--- src/rtl/prc_pkg.sv ---
package prc_pkg;

  typedef enum logic [1:0] {
    ST_IDLE,
    ST_FETCH,
    ST_READY,
    ST_DRAIN
  } prcState_t;

  typedef struct packed {
    logic capture;
    logic bufWrite;
    logic bufRead;
    logic flush;
    logic tmoRun;
  } prcCtl_t;

endpackage

--- src/rtl/prc_datapath.sv ---
module prc_datapath
  import prc_pkg::*;
#(
  parameter int ADDR_W = 32,
  parameter int MID_W  = 3,
  parameter int DEPTH  = 16,
  parameter int LEN_W  = 4,
  parameter int TMO_W  = 10
) (
  input  logic              clk,
  input  logic              rst,
  input  prcCtl_t           ctl,
  input  logic [ADDR_W-1:0] reqAddr,
  input  logic [LEN_W-1:0]  reqLen,
  input  logic [2:0]        reqType,
  input  logic [MID_W-1:0]  reqMid,
  input  logic [31:0]       secData,
  output logic              match,
  output logic              fillLast,
  output logic              drainLast,
  output logic              tmoExpired,
  output logic [31:0]       rdData,
  output logic [ADDR_W-1:0] fetchAddr,
  output logic [LEN_W-1:0]  fetchLen
);

  logic [31:0]       wordMem [DEPTH];
  logic [LEN_W-1:0]  wrPtr, rdPtr;
  logic [ADDR_W-1:0] capAddr;
  logic [LEN_W-1:0]  capLen;
  logic [2:0]        capType;
  logic [MID_W-1:0]  capMid;
  logic [TMO_W-1:0]  tmoCnt;

  always_ff @(posedge clk) begin
    if (rst) begin
      capAddr <= '0;
      capLen  <= '0;
      capType <= '0;
      capMid  <= '0;
    end else if (ctl.capture) begin
      capAddr <= reqAddr;
      capLen  <= reqLen;
      capType <= reqType;
      capMid  <= reqMid;
    end
  end

  always_ff @(posedge clk) begin
    if (ctl.bufWrite) wordMem[wrPtr] <= secData;
  end

  always_ff @(posedge clk) begin
    if (rst || ctl.capture || ctl.flush) begin
      wrPtr <= '0;
      rdPtr <= '0;
    end else begin
      if (ctl.bufWrite) wrPtr <= wrPtr + 1'b1;
      if (ctl.bufRead)  rdPtr <= rdPtr + 1'b1;
    end
  end

  always_ff @(posedge clk) begin
    if (rst || ctl.capture) tmoCnt <= '0;
    else if (ctl.tmoRun && !tmoExpired) tmoCnt <= tmoCnt + 1'b1;
  end

  assign match      = (reqAddr == capAddr) && (reqLen == capLen) &&
                      (reqType == capType) && (reqMid == capMid);
  assign fillLast   = (wrPtr == capLen);
  assign drainLast  = (rdPtr == capLen);
  assign tmoExpired = &tmoCnt;
  assign rdData     = wordMem[rdPtr];
  assign fetchAddr  = capAddr;
  assign fetchLen   = capLen;

endmodule

--- src/rtl/prc_control.sv ---
module prc_control
  import prc_pkg::*;
(
  input  logic    clk,
  input  logic    rst,
  input  logic    secRst,
  input  logic    reqValid,
  input  logic    match,
  input  logic    fillLast,
  input  logic    drainLast,
  input  logic    tmoExpired,
  input  logic    fetchAck,
  input  logic    secDataValid,
  output prcCtl_t ctl,
  output logic    fetchReq,
  output logic    respRetry,
  output logic    respAccept,
  output logic    rdValid,
  output logic    rdLast,
  output logic    pfTimeout
);

  prcState_t state, stateNext;
  logic      issued;
  logic      retryNext, acceptNext, tmoNext;

  always_comb begin
    ctl        = '0;
    stateNext  = state;
    retryNext  = reqValid;
    acceptNext = 1'b0;
    tmoNext    = 1'b0;
    case (state)
      ST_IDLE: begin
        if (reqValid) begin
          ctl.capture = 1'b1;
          stateNext   = ST_FETCH;
        end
      end
      ST_FETCH: begin
        ctl.tmoRun = 1'b1;
        if (secRst) begin
          ctl.flush = 1'b1;
          stateNext = ST_IDLE;
        end else if (secDataValid) begin
          ctl.bufWrite = 1'b1;
          if (fillLast) stateNext = ST_READY;
        end
      end
      ST_READY: begin
        ctl.tmoRun = 1'b1;
        if (reqValid && match) begin
          retryNext  = 1'b0;
          acceptNext = 1'b1;
          stateNext  = ST_DRAIN;
        end else if (tmoExpired) begin
          ctl.flush = 1'b1;
          tmoNext   = 1'b1;
          stateNext = ST_IDLE;
        end
      end
      ST_DRAIN: begin
        ctl.bufRead = 1'b1;
        if (drainLast) begin
          ctl.flush = 1'b1;
          stateNext = ST_IDLE;
        end
      end
      default: stateNext = ST_IDLE;
    endcase
  end

  always_ff @(posedge clk) begin
    if (rst) begin
      state      <= ST_IDLE;
      issued     <= 1'b0;
      respRetry  <= 1'b0;
      respAccept <= 1'b0;
      pfTimeout  <= 1'b0;
    end else begin
      state      <= stateNext;
      respRetry  <= retryNext;
      respAccept <= acceptNext;
      pfTimeout  <= tmoNext;
      if (ctl.capture) issued <= 1'b0;
      else if (fetchReq && fetchAck) issued <= 1'b1;
    end
  end

  assign fetchReq = (state == ST_FETCH) && !issued;
  assign rdValid  = (state == ST_DRAIN);
  assign rdLast   = rdValid && drainLast;

endmodule

--- src/rtl/prefetch_retry_ctrl.sv ---
module prefetch_retry_ctrl
  import prc_pkg::*;
#(
  parameter int ADDR_W   = 32,
  parameter int MID_W    = 3,
  parameter int WIDEST_W = 32,
  parameter int TMO_W    = 10,
  localparam int DEPTH   = 16 * (WIDEST_W / 32),
  localparam int LEN_W   = $clog2(DEPTH)
) (
  input  logic              clk,
  input  logic              rst,
  input  logic              secRst,
  input  logic              reqValid,
  input  logic [ADDR_W-1:0] reqAddr,
  input  logic [LEN_W-1:0]  reqLen,
  input  logic [2:0]        reqType,
  input  logic [MID_W-1:0]  reqMid,
  output logic              respRetry,
  output logic              respAccept,
  output logic              rdValid,
  output logic [31:0]       rdData,
  output logic              rdLast,
  output logic              fetchReq,
  output logic [ADDR_W-1:0] fetchAddr,
  output logic [LEN_W-1:0]  fetchLen,
  input  logic              fetchAck,
  input  logic              secDataValid,
  input  logic [31:0]       secData,
  output logic              pfTimeout
);

  prcCtl_t ctl;
  logic    match, fillLast, drainLast, tmoExpired;

  prc_datapath #(
    .ADDR_W(ADDR_W), .MID_W(MID_W), .DEPTH(DEPTH), .LEN_W(LEN_W), .TMO_W(TMO_W)
  ) u_dp (
    .clk(clk), .rst(rst), .ctl(ctl),
    .reqAddr(reqAddr), .reqLen(reqLen), .reqType(reqType), .reqMid(reqMid),
    .secData(secData), .match(match), .fillLast(fillLast),
    .drainLast(drainLast), .tmoExpired(tmoExpired), .rdData(rdData),
    .fetchAddr(fetchAddr), .fetchLen(fetchLen)
  );

  prc_control u_ctl (
    .clk(clk), .rst(rst), .secRst(secRst), .reqValid(reqValid),
    .match(match), .fillLast(fillLast), .drainLast(drainLast),
    .tmoExpired(tmoExpired), .fetchAck(fetchAck), .secDataValid(secDataValid),
    .ctl(ctl), .fetchReq(fetchReq), .respRetry(respRetry),
    .respAccept(respAccept), .rdValid(rdValid), .rdLast(rdLast),
    .pfTimeout(pfTimeout)
  );

endmodule

--- config.mk ---
export PLATFORM = sky130hd
export DESIGN_NAME = prefetch_retry_ctrl
export DESIGN_NICKNAME = d
export VERILOG_FILES = /design/src/rtl/prc_pkg.sv /design/src/rtl/prc_datapath.sv /design/src/rtl/prc_control.sv /design/src/rtl/prefetch_retry_ctrl.sv
export SDC_FILE = /design/constraint.sdc
export NUM_CORES = 1
export LEC_CHECK = 0
export BUFFER_PORTS_ARGS = -buffer_cell sky130_fd_sc_hd__buf_2
export CORE_MARGIN = 1.5
export CORE_UTILIZATION = 55
export CTS_CLUSTER_SIZE = 40
export DETAILED_ROUTE_END_ITERATION = 8
export GPL_TIMING_DRIVEN = 1
export PLACE_DENSITY = 0.84
export SLEW_MARGIN = 5
export SYNTH_ARGS = -nofsm -noshare
export SYNTH_HDL_FRONTEND = slang
export SYNTH_HIERARCHICAL = 1
export SYNTH_SLANG_ARGS = --single-unit
--- constraint.sdc ---
create_clock -name clk -period 3.8 [get_ports clk]
set_clock_uncertainty 0.15 [all_clocks]
set_input_delay 0.57 -clock clk [delete_from_list [all_inputs] [get_ports clk]]
set_output_delay 0.57 -clock clk [all_outputs]
set_load 0.005 [all_outputs]
==> flow_metrics.tcl <==
set metrics [dict create \
    setup_viol 0 \
    finalMaxSlewViolations 0 \
    synthDistinctLibCells 44 \
    synth.ff_latch_count 582 \
    final_common_cell "edfxtp_1" \
    status "complete, no violations" \
    grt_max_degree 72 \
    syn_nets 1161 \
    netlist_area_um2 22600 \
    rsz0062_at_grt "false" \
    numCtsBuffers 55 \
    dpl.cell_count 1737 \
    dp_hpwl_um 26900 \
    tns_ns 0 \
    clkTransAtPathRegs_ns 0.06 \
    design.die.area_um2 42300 \
    finalPower_mw 13.2 \
    clock-root-buffer "clkbuf_16" \
    worstSetupPathType "reg2out" \
    drtPass1Iterations 4 \
    drt-vias-per-instance 6.14 \
    syn-mean-instance-area_um2 21.1 \
    grt_usage_pct 24.1 \
    power.leakage_nw 8.66 \
    drive_gt1_share_pct 34.2 \
    multiInputGateArea_um2 5560 \
    gp_congestion 0.760 \
    placed_area_um2 24200 \
    yosysSeqAreaShare_pct 74.2 \
    cts-hold-fix-buffers 0 \
    mostFrequentLayoutCells "edfxtp_1 (512), mux4_2 (155), buf_2 (153), dfxtp_1 (66), nor2_1 (60)" \
    area.growth.synth_to_final_pct 15.2 \
    cp_data_arrival_time_ns 2.91 \
    hold_viol 0 \
    async_flop_share_pct 0 \
    grt_overflow 0 \
    postCtsSetupBuffers 0 \
    period_minus_slack_ns 3.63 \
    final.fill_count 2603 \
    synth_flop_cell "edfxtp_1" \
    finalNetCount 1352 \
    cts_tree "yes" \
    endpoint_kind "output pin" \
    antenna_left 0 \
    routed_wl_um 50000 \
    stdcell_count 1841 \
    vias 11300 \
    powerDensity_nw_per_um2 506 \
    crit_required_ns 3.08 \
    synth.yosys.warnings 6 \
    clockBufferDepth 3 \
    fp.dieH_um 206 \
    max_slew_margin_pct 40.8 \
    vdd_drop_max_mv 0.320 \
    cts_max_level 2 \
    worstHoldPathType "in2reg" \
    drt_iter0_drc 1056 \
    synth-edff-count 512 \
    post-route-period-util_pct 95.6 \
    rows 74 \
    core_um2 40600 \
    worstMarginPinSlew_ns 0.888 \
    grt_pass1_wl_um 72900 \
    io_buffers 153 \
    cts_resized 0 \
    grt_pass1_vias 11600 \
    clk_latency_ns 0.61 \
    synth_cells 1071 \
    critPathLaunchType "flip-flop" \
    max_freq_ghz 0.275 \
    fin_area_um2 26100 \
    cts_sinks 582 \
    fp.dieW_um 206 \
    initial_core_util_pct 55.6 \
    antenna_found_initial 3 \
    drv_cap 0 \
    wire_per_inst_um 27.2 \
    seqCellArea_um2 16800 \
    drc 0 \
    io_pins 154 \
    critical_path_peak_fanout 22 \
]
per-stage QoR:
stage	util, %	setup slack, ns	hold WS (ns)
floorplan	-	0.989	0.317
global placement	59.5	0.655	0.330
detailed placement	59.5	0.578	0.346
CTS	64.1	0.114	0.0488
global route	64.1	0.0514	0.0744
finish	64.1	0.167	0.0750
cells by family after synthesis:
| logic type | after synthesis | share of synthesized area [%] |
|---|---|---|
| flip-flops | 582 | 74.2 |
| AO/OA/AOI/OAI | 23 | 0.692 |
| buffers and inverters | 57 | 1.30 |
| adder cells (fa/ha/maj) | 10 | 0.553 |
| multiplexers | 206 | 18.1 |
| XOR/XNOR | 59 | 2.29 |
| AND/OR/NAND/NOR | 134 | 2.90 |
metal layers:
layer	share of wire (%)	GRT usage (%)	vias to the layer above
met5	0.064	0	-
met4	2.8	8.60	4
met3	7.4	4.80	104
met2	51	40.8	569
met1	38	31.3	5866
li1	-	-	4758
registers in the layout (all words and copies together), names as in the netlist, named ones only:
name	cells
u_dp/wordMem	512
u_dp/fetchAddr	32
u_dp/tmoCnt	10
u_dp/fetchLen	4
u_dp/rdPtr	4
u_dp/wrPtr	4
u_dp/capMid	3
u_dp/capType	3
u_ctl/state	2
u_ctl/issued	1
u_ctl/pfTimeout	1
u_ctl/respAccept	1
u_ctl/respRetry	1
cell usage after synthesis (4+ instances only):
cell type	count	area, um^2
nand4_1	6	37.5
edfxtp_1	512	15400
o21ai_0	4	20.0
dfxtp_1	70	1400
inv_1	6	22.5
and2_1	18	113
buf_2	5	25.0
clkbuf_1	22	82.6
buf_1	7	26.3
nor2_1	60	225
nor3_1	5	25.0
or3_1	5	31.3
nor4_1	13	81.3
buf_4	11	82.6
buf_6	4	45.0
a21oi_1	8	40.0
mux2i_1	46	460
mux4_2	155	3490
nand2_1	12	45.0
mux4_1	5	131
xor2_1	57	499
ha_1	10	125
where the power goes:
| group | leakage (nW) | switching, mW | internal (mW) | total [mW] |
|---|---|---|---|---|
| Sequential | 5.18 | 0.0491 | 7.00 | 7.05 |
| Clock | 0.901 | 2.37 | 3.29 | 5.66 |
| Combinational | 2.58 | 0.270 | 0.200 | 0.470 |
| Total | 8.66 | 2.69 | 10.5 | 13.2 |
cell type report:
class,instances,area share (%)
inverters,7,0.101
clock buffers,66,5.60
well taps,532,2.55
repair buffers,184,4.41
diodes,1,0.00961
multi-input cells,432,21.3
flip-flops and latches,582,64.4
clock inverters,37,1.56
worst paths after layout:
check,to,from,slack (ns),depth (start not counted)
setup reg to reg,flip-flop,u_dp/fetchLen[1]$_SDFFE_PP0P_,0.85,9
hold reg to reg,u_dp/tmoCnt[4]$_SDFFE_PP0P_,u_dp/tmoCnt[4]$_SDFFE_PP0P_,0.35,2
setup / recovery,rdData[7],flip-flop,0.17,4
hold / removal,u_dp/fetchAddr[13]$_SDFFE_PP0P_,reqAddr[13],0.08,3
worst max-delay path, stage by stage (launching register included):
cell	delay, ns
dfxtp_4	0.58
buf_4	0.46
mux4_2	0.59
mux4_2	0.51
buf_2	0.15
Note: power is estimated with default switching activity, not from simulation.
